$ cat src/rtl/uart_rx_et_pkg.sv
package uart_rx_et_pkg;

   typedef enum logic [2:0] {
      RX_IDLE,
      RX_START,
      RX_DATA,
      RX_PAR,
      RX_STOP,
      RX_RESYNC,
      RX_BRKWAIT
   } rx_state_e;

   typedef struct packed {
      logic brk;
      logic frm;
      logic par;
   } rx_tags_t;

   localparam int TAG_W = 3;

endpackage

$ cat src/rtl/uart_rx_et_deser.sv
module uart_rx_et_deser
   import uart_rx_et_pkg::*;
#(
   parameter int DATA_W     = 8,
   parameter int OVS        = 16,
   parameter bit HAS_PARITY = 1'b1
) (
   input  logic              clk,
   input  logic              rst_n,
   input  logic              tick_i,
   input  logic              rxd_i,
   input  logic [1:0]        dlen_i,
   input  logic              par_en_i,
   input  logic              par_even_i,
   input  logic              two_stop_i,
   output logic              push_o,
   output logic [DATA_W-1:0] data_o,
   output rx_tags_t          tags_o
);

   localparam int CNT_W = $clog2(OVS);
   localparam int MID   = OVS / 2;
   localparam int BIT_W = $clog2(DATA_W + 1);

   rx_state_e         state;
   logic [CNT_W-1:0]  cnt;
   logic [BIT_W-1:0]  bit_idx;
   logic [BIT_W-1:0]  nbits;
   logic [DATA_W-1:0] shreg;
   logic              par_acc;
   logic              perr;
   logic              azero;
   logic              stop_idx;
   logic              hi_seen;
   logic              par_on;
   logic [1:0]        sync_q;
   logic              rxd_s;

   // two-stage synchroniser for the asynchronous line
   always_ff @(posedge clk or negedge rst_n) begin
      if (!rst_n) sync_q <= 2'b11;
      else        sync_q <= {sync_q[0], rxd_i};
   end
   assign rxd_s = sync_q[1];

   generate
      if (HAS_PARITY) begin : g_par
         assign par_on = par_en_i;
      end else begin : g_nopar
         assign par_on = 1'b0;
      end
   endgenerate

   assign nbits = BIT_W'(DATA_W - 3) + BIT_W'(dlen_i);

   always_ff @(posedge clk or negedge rst_n) begin
      if (!rst_n) begin
         state    <= RX_IDLE;
         cnt      <= '0;
         bit_idx  <= '0;
         shreg    <= '0;
         par_acc  <= 1'b0;
         perr     <= 1'b0;
         azero    <= 1'b0;
         stop_idx <= 1'b0;
         hi_seen  <= 1'b0;
         push_o   <= 1'b0;
         data_o   <= '0;
         tags_o   <= '0;
      end else begin
         push_o <= 1'b0;
         if (tick_i) begin
            unique case (state)
               RX_IDLE: begin
                  if (!rxd_s) begin
                     state <= RX_START;
                     cnt   <= '0;
                  end
               end
               RX_START: begin
                  if (cnt == CNT_W'(MID - 1)) begin
                     if (rxd_s) begin
                        state <= RX_IDLE;
                     end else begin
                        state    <= RX_DATA;
                        cnt      <= '0;
                        bit_idx  <= '0;
                        shreg    <= '0;
                        par_acc  <= 1'b0;
                        perr     <= 1'b0;
                        azero    <= 1'b1;
                        stop_idx <= 1'b0;
                     end
                  end else begin
                     cnt <= cnt + 1'b1;
                  end
               end
               RX_DATA: begin
                  if (cnt == CNT_W'(OVS - 1)) begin
                     cnt     <= '0;
                     shreg   <= shreg | (DATA_W'(rxd_s) << bit_idx);
                     par_acc <= par_acc ^ rxd_s;
                     azero   <= azero & ~rxd_s;
                     if (bit_idx == nbits - BIT_W'(1)) begin
                        state <= par_on ? RX_PAR : RX_STOP;
                     end else begin
                        bit_idx <= bit_idx + 1'b1;
                     end
                  end else begin
                     cnt <= cnt + 1'b1;
                  end
               end
               RX_PAR: begin
                  if (cnt == CNT_W'(OVS - 1)) begin
                     cnt   <= '0;
                     perr  <= par_acc ^ rxd_s ^ ~par_even_i;
                     azero <= azero & ~rxd_s;
                     state <= RX_STOP;
                  end else begin
                     cnt <= cnt + 1'b1;
                  end
               end
               RX_STOP: begin
                  if (cnt == CNT_W'(OVS - 1)) begin
                     cnt <= '0;
                     if (!rxd_s) begin
                        push_o <= 1'b1;
                        if (azero) begin
                           data_o  <= '0;
                           tags_o  <= '{brk: 1'b1, frm: 1'b0, par: 1'b0};
                           hi_seen <= 1'b0;
                           state   <= RX_BRKWAIT;
                        end else begin
                           data_o <= shreg;
                           tags_o <= '{brk: 1'b0, frm: 1'b1, par: perr};
                           state  <= RX_RESYNC;
                        end
                     end else if (two_stop_i && !stop_idx) begin
                        stop_idx <= 1'b1;
                     end else begin
                        push_o <= 1'b1;
                        data_o <= shreg;
                        tags_o <= '{brk: 1'b0, frm: 1'b0, par: perr};
                        state  <= RX_IDLE;
                     end
                  end else begin
                     cnt <= cnt + 1'b1;
                  end
               end
               RX_RESYNC: begin
                  // second look at the low stop level, now taken as a start bit
                  if (!rxd_s) begin
                     state    <= RX_DATA;
                     cnt      <= CNT_W'(1);
                     bit_idx  <= '0;
                     shreg    <= '0;
                     par_acc  <= 1'b0;
                     perr     <= 1'b0;
                     azero    <= 1'b1;
                     stop_idx <= 1'b0;
                  end else begin
                     state <= RX_IDLE;
                  end
               end
               RX_BRKWAIT: begin
                  if (rxd_s) begin
                     if (hi_seen) state <= RX_IDLE;
                     else         hi_seen <= 1'b1;
                  end else begin
                     hi_seen <= 1'b0;
                  end
               end
               default: state <= RX_IDLE;
            endcase
         end
      end
   end

   // a break entry is zero and carries only the break tag
   p_brk_zero_r6: assert property (@(posedge clk) disable iff (!rst_n)
      (push_o && tags_o.brk) |-> (data_o == '0 && !tags_o.frm && !tags_o.par));

   // nothing is queued while waiting for a marking line
   p_brkwait_silent_r6: assert property (@(posedge clk) disable iff (!rst_n)
      (state == RX_BRKWAIT) |=> !push_o);

   // a high line at mid-start abandons the character
   p_false_start_r1: assert property (@(posedge clk) disable iff (!rst_n)
      (state == RX_START && tick_i && cnt == CNT_W'(MID - 1) && rxd_s)
      |=> (state == RX_IDLE && !push_o));

   // a still-low line after a framing error goes straight to data
   p_resync_r5: assert property (@(posedge clk) disable iff (!rst_n)
      (state == RX_RESYNC && tick_i && !rxd_s) |=> (state == RX_DATA));

endmodule

$ cat src/rtl/uart_rx_et_fifo.sv
module uart_rx_et_fifo #(
   parameter int WIDTH = 11,
   parameter int DEPTH = 16
) (
   input  logic             clk,
   input  logic             rst_n,
   input  logic             push_i,
   input  logic [WIDTH-1:0] din_i,
   input  logic             pop_i,
   output logic [WIDTH-1:0] dout_o,
   output logic             empty_o,
   output logic             ovf_o
);

   localparam int PTR_W = (DEPTH > 1) ? $clog2(DEPTH) : 1;
   localparam int CNT_W = $clog2(DEPTH + 1);

   logic [WIDTH-1:0] mem [DEPTH];
   logic [PTR_W-1:0] wr_ptr, rd_ptr, wr_nxt, rd_nxt;
   logic [CNT_W-1:0] count;
   logic             full, do_push, do_pop;

   generate
      if (DEPTH < 2) begin : g_bad_depth
         $error("receive queue needs at least two entries");
      end
      if ((DEPTH & (DEPTH - 1)) == 0) begin : g_pow2
         assign wr_nxt = wr_ptr + 1'b1;
         assign rd_nxt = rd_ptr + 1'b1;
      end else begin : g_wrap
         assign wr_nxt = (wr_ptr == PTR_W'(DEPTH - 1)) ? '0 : wr_ptr + 1'b1;
         assign rd_nxt = (rd_ptr == PTR_W'(DEPTH - 1)) ? '0 : rd_ptr + 1'b1;
      end
   endgenerate

   assign empty_o = (count == '0);
   assign full    = (count == CNT_W'(DEPTH));
   assign do_pop  = pop_i && !empty_o;
   assign do_push = push_i && (!full || do_pop);
   assign ovf_o   = push_i && full && !do_pop;
   assign dout_o  = mem[rd_ptr];

   always_ff @(posedge clk) begin
      if (do_push) mem[wr_ptr] <= din_i;
   end

   always_ff @(posedge clk or negedge rst_n) begin
      if (!rst_n) begin
         wr_ptr <= '0;
         rd_ptr <= '0;
         count  <= '0;
      end else begin
         if (do_push) wr_ptr <= wr_nxt;
         if (do_pop)  rd_ptr <= rd_nxt;
         unique case ({do_push, do_pop})
            2'b10:   count <= count + 1'b1;
            2'b01:   count <= count - 1'b1;
            default: count <= count;
         endcase
      end
   end

   // occupancy bounded by the depth
   p_cnt_bound_r7: assert property (@(posedge clk) disable iff (!rst_n)
      count <= CNT_W'(DEPTH));

   // a full queue with no read keeps its write side still
   p_full_hold_r7: assert property (@(posedge clk) disable iff (!rst_n)
      (full && push_i && !pop_i) |=> (full && $stable(wr_ptr)));

   // reading the last entry empties the queue
   p_pop_last_r8: assert property (@(posedge clk) disable iff (!rst_n)
      (count == CNT_W'(1) && pop_i && !push_i) |=> empty_o);

endmodule

$ cat src/rtl/uart_rx_et_status.sv
module uart_rx_et_status
   import uart_rx_et_pkg::*;
(
   input  logic     clk,
   input  logic     rst_n,
   input  logic     empty_i,
   input  rx_tags_t head_tags_i,
   input  logic     push_i,
   input  logic     pop_i,
   input  logic     ovf_i,
   input  logic     rd_stat_i,
   output logic     st_ready_o,
   output logic     st_overrun_o,
   output logic     st_parity_o,
   output logic     st_frame_o,
   output logic     st_break_o
);

   logic hide, oe_q, show;

   always_ff @(posedge clk or negedge rst_n) begin
      if (!rst_n) begin
         hide <= 1'b0;
         oe_q <= 1'b0;
      end else begin
         if (pop_i || (empty_i && push_i)) hide <= 1'b0;
         else if (rd_stat_i)               hide <= 1'b1;
         if (ovf_i)          oe_q <= 1'b1;
         else if (rd_stat_i) oe_q <= 1'b0;
      end
   end

   assign show         = !empty_i && !hide;
   assign st_ready_o   = !empty_i;
   assign st_overrun_o = oe_q;
   assign st_parity_o  = show && head_tags_i.par;
   assign st_frame_o   = show && head_tags_i.frm;
   assign st_break_o   = show && head_tags_i.brk;

   // a status read with a steady head hides the tags
   p_read_hides_r9: assert property (@(posedge clk) disable iff (!rst_n)
      (rd_stat_i && !pop_i && !push_i) |=> (!st_parity_o && !st_frame_o && !st_break_o));

   // a lost character raises the overrun flag
   p_oe_set_r7: assert property (@(posedge clk) disable iff (!rst_n)
      ovf_i |=> st_overrun_o);

endmodule

$ cat src/rtl/uart_rx_errtrack.sv
module uart_rx_errtrack
   import uart_rx_et_pkg::*;
#(
   parameter int DATA_W     = 8,
   parameter int OVS        = 16,
   parameter int FIFO_DEPTH = 16,
   parameter bit HAS_PARITY = 1'b1
) (
   input  logic              clk,
   input  logic              rst_n,
   input  logic              os_tick,
   input  logic              rx_in,
   input  logic [1:0]        cfg_len,
   input  logic              cfg_par_en,
   input  logic              cfg_par_even,
   input  logic              cfg_stop2,
   input  logic              rd_data,
   input  logic              rd_status,
   output logic [DATA_W-1:0] rx_data,
   output logic              st_ready,
   output logic              st_overrun,
   output logic              st_parity,
   output logic              st_frame,
   output logic              st_break
);

   localparam int FW = DATA_W + TAG_W;

   generate
      if (OVS < 4 || (OVS % 2) != 0) begin : g_bad_ovs
         $error("oversample ratio must be even and at least 4");
      end
      if (DATA_W < 5) begin : g_bad_width
         $error("data width must allow at least five data bits");
      end
   endgenerate

   logic              push, empty, ovf, pop;
   logic [DATA_W-1:0] pdata;
   rx_tags_t          ptags, htags;
   logic [FW-1:0]     fdout;

   assign pop = rd_data && !empty;

   uart_rx_et_deser #(
      .DATA_W     (DATA_W),
      .OVS        (OVS),
      .HAS_PARITY (HAS_PARITY)
   ) u_deser (
      .clk        (clk),
      .rst_n      (rst_n),
      .tick_i     (os_tick),
      .rxd_i      (rx_in),
      .dlen_i     (cfg_len),
      .par_en_i   (cfg_par_en),
      .par_even_i (cfg_par_even),
      .two_stop_i (cfg_stop2),
      .push_o     (push),
      .data_o     (pdata),
      .tags_o     (ptags)
   );

   uart_rx_et_fifo #(
      .WIDTH (FW),
      .DEPTH (FIFO_DEPTH)
   ) u_fifo (
      .clk     (clk),
      .rst_n   (rst_n),
      .push_i  (push),
      .din_i   ({ptags, pdata}),
      .pop_i   (pop),
      .dout_o  (fdout),
      .empty_o (empty),
      .ovf_o   (ovf)
   );

   assign htags   = rx_tags_t'(fdout[FW-1:DATA_W]);
   assign rx_data = empty ? '0 : fdout[DATA_W-1:0];

   uart_rx_et_status u_status (
      .clk          (clk),
      .rst_n        (rst_n),
      .empty_i      (empty),
      .head_tags_i  (htags),
      .push_i       (push),
      .pop_i        (pop),
      .ovf_i        (ovf),
      .rd_stat_i    (rd_status),
      .st_ready_o   (st_ready),
      .st_overrun_o (st_overrun),
      .st_parity_o  (st_parity),
      .st_frame_o   (st_frame),
      .st_break_o   (st_break)
   );

endmodule

$ cat config.mk
export PLATFORM = sky130hd
export DESIGN_NAME = uart_rx_errtrack
export DESIGN_NICKNAME = d
export VERILOG_FILES = /design/src/rtl/uart_rx_et_pkg.sv /design/src/rtl/uart_rx_et_deser.sv /design/src/rtl/uart_rx_et_fifo.sv /design/src/rtl/uart_rx_et_status.sv /design/src/rtl/uart_rx_errtrack.sv
export SDC_FILE = /design/constraint.sdc
export NUM_CORES = 1
export LEC_CHECK = 0
export ABC_CLOCK_PERIOD_IN_PS = 4700
export BUFFER_PORTS_ARGS = -buffer_cell sky130_fd_sc_hd__clkbuf_2
export CAP_MARGIN = 25
export CORE_ASPECT_RATIO = 1.25
export CORE_UTILIZATION = 34
export DETAILED_ROUTE_END_ITERATION = 6
export GPL_ROUTABILITY_DRIVEN = 0
export GPL_TIMING_DRIVEN = 0
export HOLD_SLACK_MARGIN = 0.12
export PLACE_DENSITY = 0.6
export SKIP_CTS_REPAIR_TIMING = 1
export SLEW_MARGIN = 25
export SYNTH_ARGS = -nofsm -noshare
export SYNTH_HDL_FRONTEND = slang
export SYNTH_SLANG_ARGS = --single-unit
$ cat constraint.sdc
create_clock -name clk -period 4.7 [get_ports clk]
set_clock_uncertainty 0.05 [all_clocks]
set_input_delay 0.94 -clock clk [delete_from_list [all_inputs] [get_ports clk]]
set_output_delay 0.94 -clock clk [all_outputs]
set_load 0.02 [all_outputs]
==> metrics, run 1 <==
Tmin final 3861 ps; Die H 191.0 um; Layout area overhead 13.71%; Worst Path Arrival 2870 ps; Layout Nets 692; switching component of the power 1.671 mW; Iter 0 DRT Violations 278; final setup margin 838.6 ps; hpwl dp 13470 um; Rows 68; drt total wl 19260 um; Mapped Area 9712 um2; # setup viols final 0; CTS tree yes; clk sink count 229; Post-DP Area 10370 um2; CP max stage delay 530 ps; Cells after DPL 997; Root Buffer clkbuf_16; CP Launch Point u_fifo.rd_ptr[1]$_DFFE_PN0N_; Final Util 39.69%; Tightest Pin Transition 854.4 ps; #FFs+latches synth 229; total power 5.518 mW; Num CTS Buffers 23; sequential power share 42.1%; worst vdd ir 0.2495 mV; Post-route DRC 0; Hold WS 305.6 ps; die area 29250 um2; RSZ-0062 raised after global routing no; Pre-antenna DRT Iters 7; via count 5415; share of layout cells above drive strength 1 21.08%; Final Hold Fails 0; Reg area 6614 um2; first-pass GRT wire length 30780 um; Worst EP required 3710 ps; antenna violations before repair 0; R2R Setup Slk 2180 ps; class of the worst hold path register to register; hold wc startpoint u_deser.sync_q[0]$_DFF_PN1_; Max-Cap Viols 0; crit path max fanout 10; RR Startpoint u_fifo.count[2]$_DFFE_PN0P_; relative slew slack 43.04%; Max Slew Vio Count 0; Initial Util 34.91%; largest net degree at the start of global routing 32; Post-synth EDFFs 176; Synth Net Count 635; CP Cell Sequence buf_4, buf_2, clkbuf_1, mux4_2, mux2i_1, o22ai_1, clkbuf_2; vias per cell 5.217; synth warn 0; period utilization 82.16%; IO Port Bufs 22; setup_tns 0 ps; Clk pin slew, worst setup/hold paths 70 ps; Worst Hold End u_deser.sync_q[1]$_DFF_PN1_; Yosys cell types 61; CP endpoint kind primary output; Switching Fraction 30.29%; H-tree depth 1; Die Wd 153.2 um; Worst Setup Start Kind register; Non-Filler Instances 1038; Clock power frac 29.9%; Antenna diodes 0; top_reg_cell synth edfxtp_1; WS Path Type register to primary output; pre-CTS WS 1243 ps; fillcell total 2508; R2R cell count 10; total grt overflow 0; CTS max path bufs 3; Total GRT Usage 13.58%; vias in the first global route 5526; P_int 3.847 mW; fmax 259.0 MHz; multi-input logic area 2902 um2; core footprint 27820 um2; IO Count 24; crit-path leading delay family buffers and inverters; asr flop ratio synth 23.14%; final non-filler cell area 11040 um2; total power per unit cell area 499.7 nW/um2; reg-to-reg endpoint u_fifo.count[4]$_DFFE_PN0P_; leakage 3.966 nW; WHS Path Cells 0; Buffers & Inverters on Critical Path 4; CP max stage cell clkbuf_1; combinational power share 28.0%; status finished clean; Worst-Skew Late Latency 500 ps; routed len/inst 18.55 um; syn_area_per_cell 15.79 um2; synthesized instance count 615; register area share after synthesis 68.10%; Routed Antenna Nets 0
cells in the final DEF (no fill, tap or decap), types with 3 or more instances in the layout:
cell type	netlist	layout
edfxtp_1	176	176
nand2b_1	5	5
nor2_1	27	24
mux2i_1	20	20
and2_1	10	10
clkbuf_16	0	23
nor3_1	9	9
dfrtp_1	51	51
inv_6	0	3
nor4_1	10	6
nand3_1	10	10
o2bb2ai_1	3	3
a211oi_1	4	4
mux4_2	44	44
xnor2_1	11	11
nand4_1	4	4
and3_1	5	5
buf_2	8	13
nor2_2	1	4
buf_4	4	8
clkbuf_2	1	22
buf_1	3	3
nand2_1	44	44
a21oi_1	22	22
clkinv_2	0	5
inv_1	14	14
a2111oi_0	5	5
ha_1	9	9
clkbuf_1	17	24
o22ai_1	11	11
nor4_2	0	4
o21ai_0	21	21
a31oi_1	10	10
o31ai_1	3	3
nor2b_1	9	9
a22o_1	3	3
synth_stat cells (all sizes together), types with 2 or more instances:
cell,count,area (um2)
dfrtp,51,1276
a31oi,10,62.56
and3,5,31.28
nor3b,3,27.52
nor2,29,118.9
nor3,9,45.04
inv,15,56.30
nand3,10,50.05
nor2b,9,56.30
nand3b,2,15.01
xnor2,11,96.34
a21o,2,15.01
a22o,4,36.29
mux4,44,991.0
nand4b,2,17.52
edfxtp,176,5285
o2bb2ai,3,26.28
a41o,2,20.02
mux2,2,22.52
a32o,2,20.02
a221oi,2,17.52
mux2i,20,200.2
xor2,2,17.52
nand4,4,25.02
o22ai,11,68.82
a21boi,2,15.01
a2111oi,5,43.79
o21ai,22,121.4
dfstp,2,52.55
a21oi,22,110.1
clkbuf,18,68.81
a211oi,5,42.54
nand2b,5,31.28
ha,9,112.6
nand2,44,165.2
and2,10,62.56
nor4,10,62.56
buf,17,103.9
o31ai,3,22.52
worst max-delay path by stage:
stage / to / slack, ps / depth (start not counted)
detailed placement: rx_data[3] / 1240 / 7
finish: rx_data[1] / 840 / 7
global placement: u_fifo.mem[1][4]$_DFFE_PP_ / -30 / 4
global route: rx_data[1] / 660 / 7
CTS: rx_data[3] / 740 / 7
floorplan: st_break / 1490 / 5
metal layers:
metal / track usage, % / wire [um] / up-vias
met5: 0 / 0 / -
met4: 3.380 / 293 / 0
li1: - / - / 2519
met3: 1.678 / 749 / 22
met1: 16.89 / 8020 / 2761
met2: 24.96 / 10200 / 113
final cells by class:
type	count	area share (%)
multi-input combinational	336	26.27
inverter	15	0.5099
sequential	229	59.89
tap	350	3.966
buffer	35	1.564
clock inverter	11	0.6458
clock buffer	30	5.450
timing repair buffer	32	1.700
cell families after synthesis:
group | after synthesis | share of synthesized area (%)
DFF | 229 | 68.10
buffers and inverters | 50 | 2.358
and+or+nand+nor | 146 | 7.653
xor gates and xnor gates | 13 | 1.172
AOI/OAI and AO/OA | 102 | 7.060
muxes | 66 | 12.50
adders and majority gates | 9 | 1.160
state kept, by name, indices dropped and copies added (netlist names):
register               flops
u_deser.azero              1
u_deser.bit_idx            4
u_deser.cnt                4
u_deser.data_o             8
u_deser.hi_seen            1
u_deser.par_acc            1
u_deser.perr               1
u_deser.push_o             1
u_deser.shreg              8
u_deser.state              3
u_deser.stop_idx           1
u_deser.sync_q             2
u_deser.tags_o             3
u_fifo.count               5
u_fifo.mem               176
u_fifo.rd_ptr              4
u_fifo.wr_ptr              4
u_status.hide              1
u_status.st_overrun_o      1
power by group through the flow:
stage / Clock, mW / Combinational (mW) / Sequential, mW
6_report: 1.65 / 1.54 / 2.32
3_3_place_gp: 0 / 1.56 / 2.36
5_1_grt: 1.76 / 1.70 / 2.33
4_1_cts: 1.69 / 1.58 / 2.32
3_5_place_dp: 0 / 1.58 / 2.36
2_1_floorplan: 0 / 1.18 / 2.34
Note: power is estimated with default switching activity, not from simulation.
==> run 2, diff against run 1 <==
Settings changed: ABC_CLOCK_PERIOD_IN_PS 4700 to 3610.
Clock period 4.7 ns to 3.61 ns, I/O delays scaled along.
==> run 2 against run 1 <==
- via count down 0.26%
- global-route usage stayed put
- worst setup slack worse by 690 ps
- total power up 30%
- combinational power rose by 31%
- highest routed layer unchanged
- sequential power is 30% higher
- non-clock buffer count is 1 higher
==> metrics, run 2 (synthesis gave the netlist of run 1 again) <==
Iter 0 DRT Violations 287 (was 278); leakage 3.983 nW (was 3.966 nW); fmax 289.1 MHz; drt total wl 19330 um (was 19260 um); Reg area 6614 um2 (unchanged); IO Count 24 (unchanged); max reg flops 176 (unchanged); Die Wd 153.2 um (unchanged); R2R Setup Slk 1090 ps (was 2180 ps); total grt overflow 0 (unchanged); Die H 191.0 um (unchanged); Rows 68 (unchanged); relative slew slack 43.56% (was 43.04%); period utilization 95.81%; P_int 5.015 mW (was 3.847 mW); CTS max path bufs 3 (unchanged); Switching Fraction 30.34% (was 30.29%); core footprint 27820 um2 (unchanged); most common cell after layout, fill and taps aside edfxtp_1 (unchanged); fillcell total 2507 (was 2508); Clk pin slew, worst setup/hold paths 70 ps (about the same); share of layout cells above drive strength 1 21.63% (was 21.08%); status finished clean (unchanged); H-tree depth 1 (unchanged); Total GRT Usage 13.58% (unchanged); pre-CTS WS 371.2 ps (was 1243 ps); Initial Util 34.91% (unchanged); first-pass GRT wire length 30780 um (unchanged); worst vdd ir 0.3254 mV (was 0.2495 mV); WS Path Type register to primary output (unchanged); CTS tree yes (unchanged); CP endpoint kind primary output (unchanged); Tightest Pin Transition 839.7 ps (was 854.4 ps); final non-filler cell area 11060 um2 (was 11040 um2); IO Port Bufs 22 (unchanged); Largest regs u_fifo.mem x176, u_deser.data_o x8, u_deser.shreg x8 (unchanged); sequential power share 42.0% (was 42.1%); die area 29250 um2 (unchanged); Final Hold Fails 0 (unchanged); vias in the first global route 5526 (unchanged); switching component of the power 2.184 mW (was 1.671 mW); Worst-Skew Late Latency 500 ps (about the same); hpwl dp 13470 um (unchanged); final setup margin 151.3 ps (was 838.6 ps); clk sink count 229 (unchanged); total power per unit cell area 650.8 nW/um2 (was 499.7 nW/um2); Post-DP Area 10370 um2 (unchanged); via count 5401 (was 5415); Clock power frac 29.9% (about the same); Tmin final 3459 ps; most frequent cells in the layout edfxtp_1, dfrtp_1, mux4_2, nand2_1, clkbuf_2 (was edfxtp_1, dfrtp_1, mux4_2, nand2_1); Post-route DRC 0 (unchanged); Final Util 39.76% (was 39.69%); crit path max fanout 10 (unchanged); largest net degree at the start of global routing 32 (unchanged); vias per cell 5.198 (was 5.217); # setup viols final 0 (unchanged); Max-Cap Viols 0 (unchanged); Routed Antenna Nets 0 (unchanged); Worst Setup Start Kind register (unchanged); RSZ-0062 raised after global routing yes (was no); Antenna diodes 0 (unchanged); class of the worst hold path input port to register (was register to register); antenna violations before repair 0 (unchanged); Num CTS Buffers 23 (unchanged); Worst Path Arrival 2690 ps (was 2870 ps); routed len/inst 18.61 um (was 18.55 um); Worst EP required 2840 ps (was 3710 ps); combinational power share 28.1% (was 28.0%); multi-input logic area 2902 um2 (unchanged); Root Buffer clkbuf_16 (unchanged); Pre-antenna DRT Iters 7 (unchanged); Layout Nets 693 (was 692); Max Slew Vio Count 0 (unchanged); Reg with most FFs u_fifo.mem (unchanged); Layout area overhead 13.89% (was 13.71%); total power 7.199 mW (was 5.518 mW)
run 2: changes by cell type in the layout (fill, tap and decap cells not counted), sizes merged:
| cell | change |
|---|---|
| buf | -1 |
| clkbuf | +1 |
| dlygate4sd3 | +1 |
run 2: path summary, 6_finish.rpt:
kind                                                to  depth (start not counted)                    startpoint
setup / recovery                            rx_data[3]                          7  u_fifo.rd_ptr[0]$_DFFE_PN0N_
hold / removal             u_deser.sync_q[0]$_DFF_PN1_                          1                         rx_in
setup reg to reg           u_fifo.count[4]$_DFFE_PN0P_                         10   u_fifo.count[2]$_DFFE_PN0P_
hold reg to reg            u_deser.sync_q[1]$_DFF_PN1_                          0   u_deser.sync_q[0]$_DFF_PN1_
max in group asynchronous  u_deser.sync_q[1]$_DFF_PN1_                          3                         rst_n
min in group asynchronous  u_deser.par_acc$_DFFE_PN0P_                          2                         rst_n
run 2: layer usage:
| layer | part of all wire, % | global-route usage, % | wire length [um] | vias up |
|---|---|---|---|---|
| met3 | 3.6 | 1.678 | 704 | 22 |
| met1 | 42 | 16.89 | 8189 | 2754 |
| met4 | 1.5 | 3.380 | 294 | 0 |
| li1 | - | - | - | 2524 |
| met2 | 52 | 24.96 | 10140 | 101 |
| met5 | 0 | 0 | 0 | - |
run 2: power by group through the flow:
stage | clock network, mW | registers (mW) | logic, mW
after floorplan | 0 | 3.05 | 1.54
after global placement | 0 | 3.07 | 2.02
after detailed placement | 0 | 3.07 | 2.06
after CTS | 2.20 | 3.02 | 2.06
after global routing | 2.29 | 3.04 | 2.21
final | 2.15 | 3.02 | 2.02
run 2: worst max-delay path: stages, from the launching register on:
cell,delay [ps]
dfrtp_1,350
buf_4,250
buf_6,210
buf_4,260
mux4_2,530
mux2i_1,270
o22ai_1,130
clkbuf_2,170
run 2: final cells by class:
type | count | share of cell area, %
Buffer | 35 | 1.629
Clock buffer | 30 | 5.441
Clock inverter | 11 | 0.6448
Inverter | 15 | 0.5091
Multi-Input combinational cell | 336 | 26.23
Sequential cell | 229 | 59.80
Tap cell | 350 | 3.959
Timing Repair Buffer | 33 | 1.787
run 2: stage by stage:
| step | hold slack (ps) | cells | setup TNS (ps) |
|---|---|---|---|
| 2_1_floorplan | 295.2 | 615 | 0 |
| 3_3_place_gp | 296.4 | 987 | -36730 |
| 3_5_place_dp | 297.5 | 997 | 0 |
| 4_1_cts | 105.6 | 1038 | -605.1 |
| 5_1_grt | 233.6 | 1039 | -2.485 |
| 6_report | 257.8 | 1039 | 0 |
==> run 3, diff against run 2 <==
Settings changed: ABC_AREA from default to 1, PLACE_DENSITY 0.6 to default.
==> run 3 against run 2 <==
- combinational power is 40% higher
- maximum frequency is 2.5% lower
- final cell count is 25% higher
- critical path depth is 1 lower
- sequential share of layout area is 0.76 points lower
- first-iteration DRC count is 110% higher
- die area is 0.70% higher
- routed wire length is 23% higher
==> metrics, run 3 <==
WS Path Type register to primary output (unchanged); share of layout cells above drive strength 1 13.50% (was 21.63%); Switching Fraction 37.30% (was 30.34%); leakage 3.951 nW (was 3.983 nW); most frequent cells in the layout edfxtp_1, nor2_1, o21ai_0 (was edfxtp_1, dfrtp_1, mux4_2, nand2_1, clkbuf_2); hpwl dp 15990 um (was 13470 um); switching component of the power 3.121 mW (was 2.184 mW); Mapped Area 9781 um2 (was 9712 um2); Rows 69 (was 68); Num CTS Buffers 24 (was 23); most common cell after layout, fill and taps aside edfxtp_1 (unchanged); vias in the first global route 6755 (was 5526); share of the synthesized area in the top cell type 54.04% (was 54.42%); Root Buffer clkbuf_16 (unchanged); Largest regs u_fifo.mem x176, u_deser.data_o x8, u_deser.shreg x8 (unchanged); Clk pin slew, worst setup/hold paths 60 ps (was 70 ps); Final Hold Fails 0 (unchanged); IO Count 24 (unchanged); syn_area_per_cell 11.20 um2 (was 15.79 um2); core footprint 28320 um2 (was 27820 um2); combinational power share 33.7% (was 28.1%); Reg with most FFs u_fifo.mem (unchanged); fmax 281.9 MHz (was 289.1 MHz); Die H 191.6 um (was 191.0 um); Worst Path Arrival 2780 ps (was 2690 ps); period utilization 98.27% (was 95.81%); Max Slew Vio Count 0 (unchanged); largest family of logic cells by synthesized area simple AND/OR/NAND/NOR gates (was multiplexers); Clock power frac 29.2% (was 29.9%); Tightest Pin Transition 1011 ps (was 839.7 ps); register area share after synthesis 67.62% (was 68.10%); Post-synth EDFFs 176 (unchanged); synth warn 0 (unchanged); Post-route DRC 0 (unchanged); CTS tree yes (unchanged); Layout area overhead 14.54% (was 13.89%); Area contributors post-synth edfxtp_1, dfrtp_1, o21ai_0, nor2_1, nand2_1 (was edfxtp_1, dfrtp_1, mux4_2, mux2i_1, nand2_1); relative slew slack 32.34% (was 43.56%); simple-gate share of the synthesized area 13.83% (was 7.653%); class of the worst hold path input port to register (unchanged); worst vdd ir 0.4919 mV (was 0.3254 mV); top_reg_cell synth edfxtp_1 (unchanged); clk sink count 229 (unchanged); Max-Cap Viols 0 (unchanged); via count 6643 (was 5401); Yosys cell types 45 (was 61); total power per unit cell area 746.8 nW/um2 (was 650.8 nW/um2); Routed Antenna Nets 0 (unchanged); first-pass GRT wire length 37520 um (was 30780 um); vias per cell 5.126 (was 5.198); P_int 5.246 mW (was 5.015 mW); Worst EP required 2840 ps (about the same); Worst-Skew Late Latency 520 ps (was 500 ps); drt total wl 23800 um (was 19330 um); crit path max fanout 10 (unchanged); RSZ-0062 raised after global routing yes (unchanged); post-synthesis adder-cell area fraction 1.151% (was 1.159%); dominant cell type by area after synthesis edfxtp_1 (unchanged); Synth Area in Compound Gates 12.28% (was 7.060%); CP endpoint kind primary output (unchanged); asr flop ratio synth 23.14% (unchanged); mux cell area share after synthesis 0.1151% (was 12.50%); Antenna diodes 0 (unchanged); Synth Net Count 893 (was 635); CTS max path bufs 3 (unchanged); total grt overflow 0 (unchanged); max reg flops 176 (unchanged); H-tree depth 1 (unchanged); die area 29450 um2 (was 29250 um2); sequential power share 37.1% (was 42.0%); largest net degree at the start of global routing 35 (was 32); Total GRT Usage 16.58% (was 13.58%); Die Wd 153.7 um (was 153.2 um); Post-DP Area 10380 um2 (was 10370 um2); synthesized instance count 873 (was 615); Initial Util 34.54% (was 34.91%); Layout Nets 943 (was 693); Synth top cells by count edfxtp_1, nor2_1, o21ai_0 (was edfxtp_1, dfrtp_1, mux4_2, nand2_1, nor2_1); Tmin final 3548 ps (was 3459 ps); status finished clean (unchanged); Iter 0 DRT Violations 604 (was 287); routed len/inst 18.36 um (was 18.61 um); Pre-antenna DRT Iters 7 (unchanged); most common cell in the synthesized netlist edfxtp_1 (unchanged); antenna violations before repair 0 (unchanged); IO Port Bufs 22 (unchanged); final non-filler cell area 11200 um2 (was 11060 um2); # setup viols final 0 (unchanged); Worst Setup Start Kind register (unchanged); #FFs+latches synth 229 (unchanged); XOR/XNOR Fraction of Synth Area 0.9850% (was 1.172%); setup_tns 0 ps (unchanged)
-- run 3: changes by cell type after synthesis, sizes merged, moves of 10 or more --
cell,change
and2,-10
clkbuf,+10
inv,+40
mux2i,-20
mux4,-44
nand2,+68
nand3,+16
nor2,+131
o21ai,+104
o221ai,+18
o22ai,+15
xnor2,-10
-- run 3: area by class of cell --
class,instances,area [um2]
fillers,2690,17110
flip-flops and latches,229,6614
multi-input cells,546,2809
clock buffers,35,713.2
well taps,355,444.2
inverters,58,219.0
plain buffers,40,187.7
repair buffers,24,142.6
clock inverters,9,73.82
-- run 3: per-stage QoR --
step	hold WS (ps)	std cells	setup WS, ps	util (%)	power, mW
2_1_floorplan	295.2	873	1118	-	5.010
3_3_place_gp	299.2	1250	460.5	36.50	5.906
3_5_place_dp	300.1	1251	556.4	36.66	5.934
4_1_cts	66.25	1295	48.24	39.44	8.381
5_1_grt	237.6	1296	-38.38	39.56	8.827
6_report	246.5	1296	62.47	39.56	8.367
-- run 3: worst max-delay path: stages, from the launching register on --
cell,delay [ps]
dfrtp_1,350
clkbuf_1,240
inv_1,230
clkbuf_1,530
o21ai_0,270
a211oi_1,390
clkbuf_2,240
-- run 3: kinds of logic after synthesis --
logic type | Yosys count
XOR/XNOR | 11
AND/OR/NAND/NOR | 316
AO/OA/AOI/OAI | 209
multiplexers | 1
flip-flops | 229
adder cells (fa/ha/maj) | 9
buffers and inverters | 98
-- run 3: routing by layer --
metal	wire length, um	track usage, %	share of wire, %
met3	1068	2.189	4.5
met4	655	5.692	2.8
met5	0	0	0
met1	10110	20.17	42
met2	11960	30.14	50
-- run 3: power by group through the flow --
stage                     clock network, mW  registers, mW  logic, mW
after floorplan                           0           3.12       1.89
after global placement                    0           3.15       2.76
after detailed placement                  0           3.15       2.78
after CTS                              2.48           3.10       2.80
after global routing                   2.58           3.12       3.13
final                                  2.44           3.10       2.82
-- run 3: final timing paths --
check,start,depth (start not counted),slack (ps),to
worst min-delay path,rx_in,1,250,u_deser.sync_q[0]$_DFF_PN1_
min in group asynchronous,rst_n,2,610,u_deser.bit_idx[3]$_DFFE_PN0P_
worst max-delay path,u_fifo.rd_ptr[2]$_DFFE_PN0N_,6,60,st_parity
worst max register to register,u_fifo.count[2]$_DFFE_PN0P_,6,1130,u_fifo.mem[9][8]$_DFFE_PP_
worst min register to register,u_deser.sync_q[0]$_DFF_PN1_,0,310,u_deser.sync_q[1]$_DFF_PN1_
max in group asynchronous,rst_n,3,2420,u_deser.shreg[4]$_DFFE_PN0P_
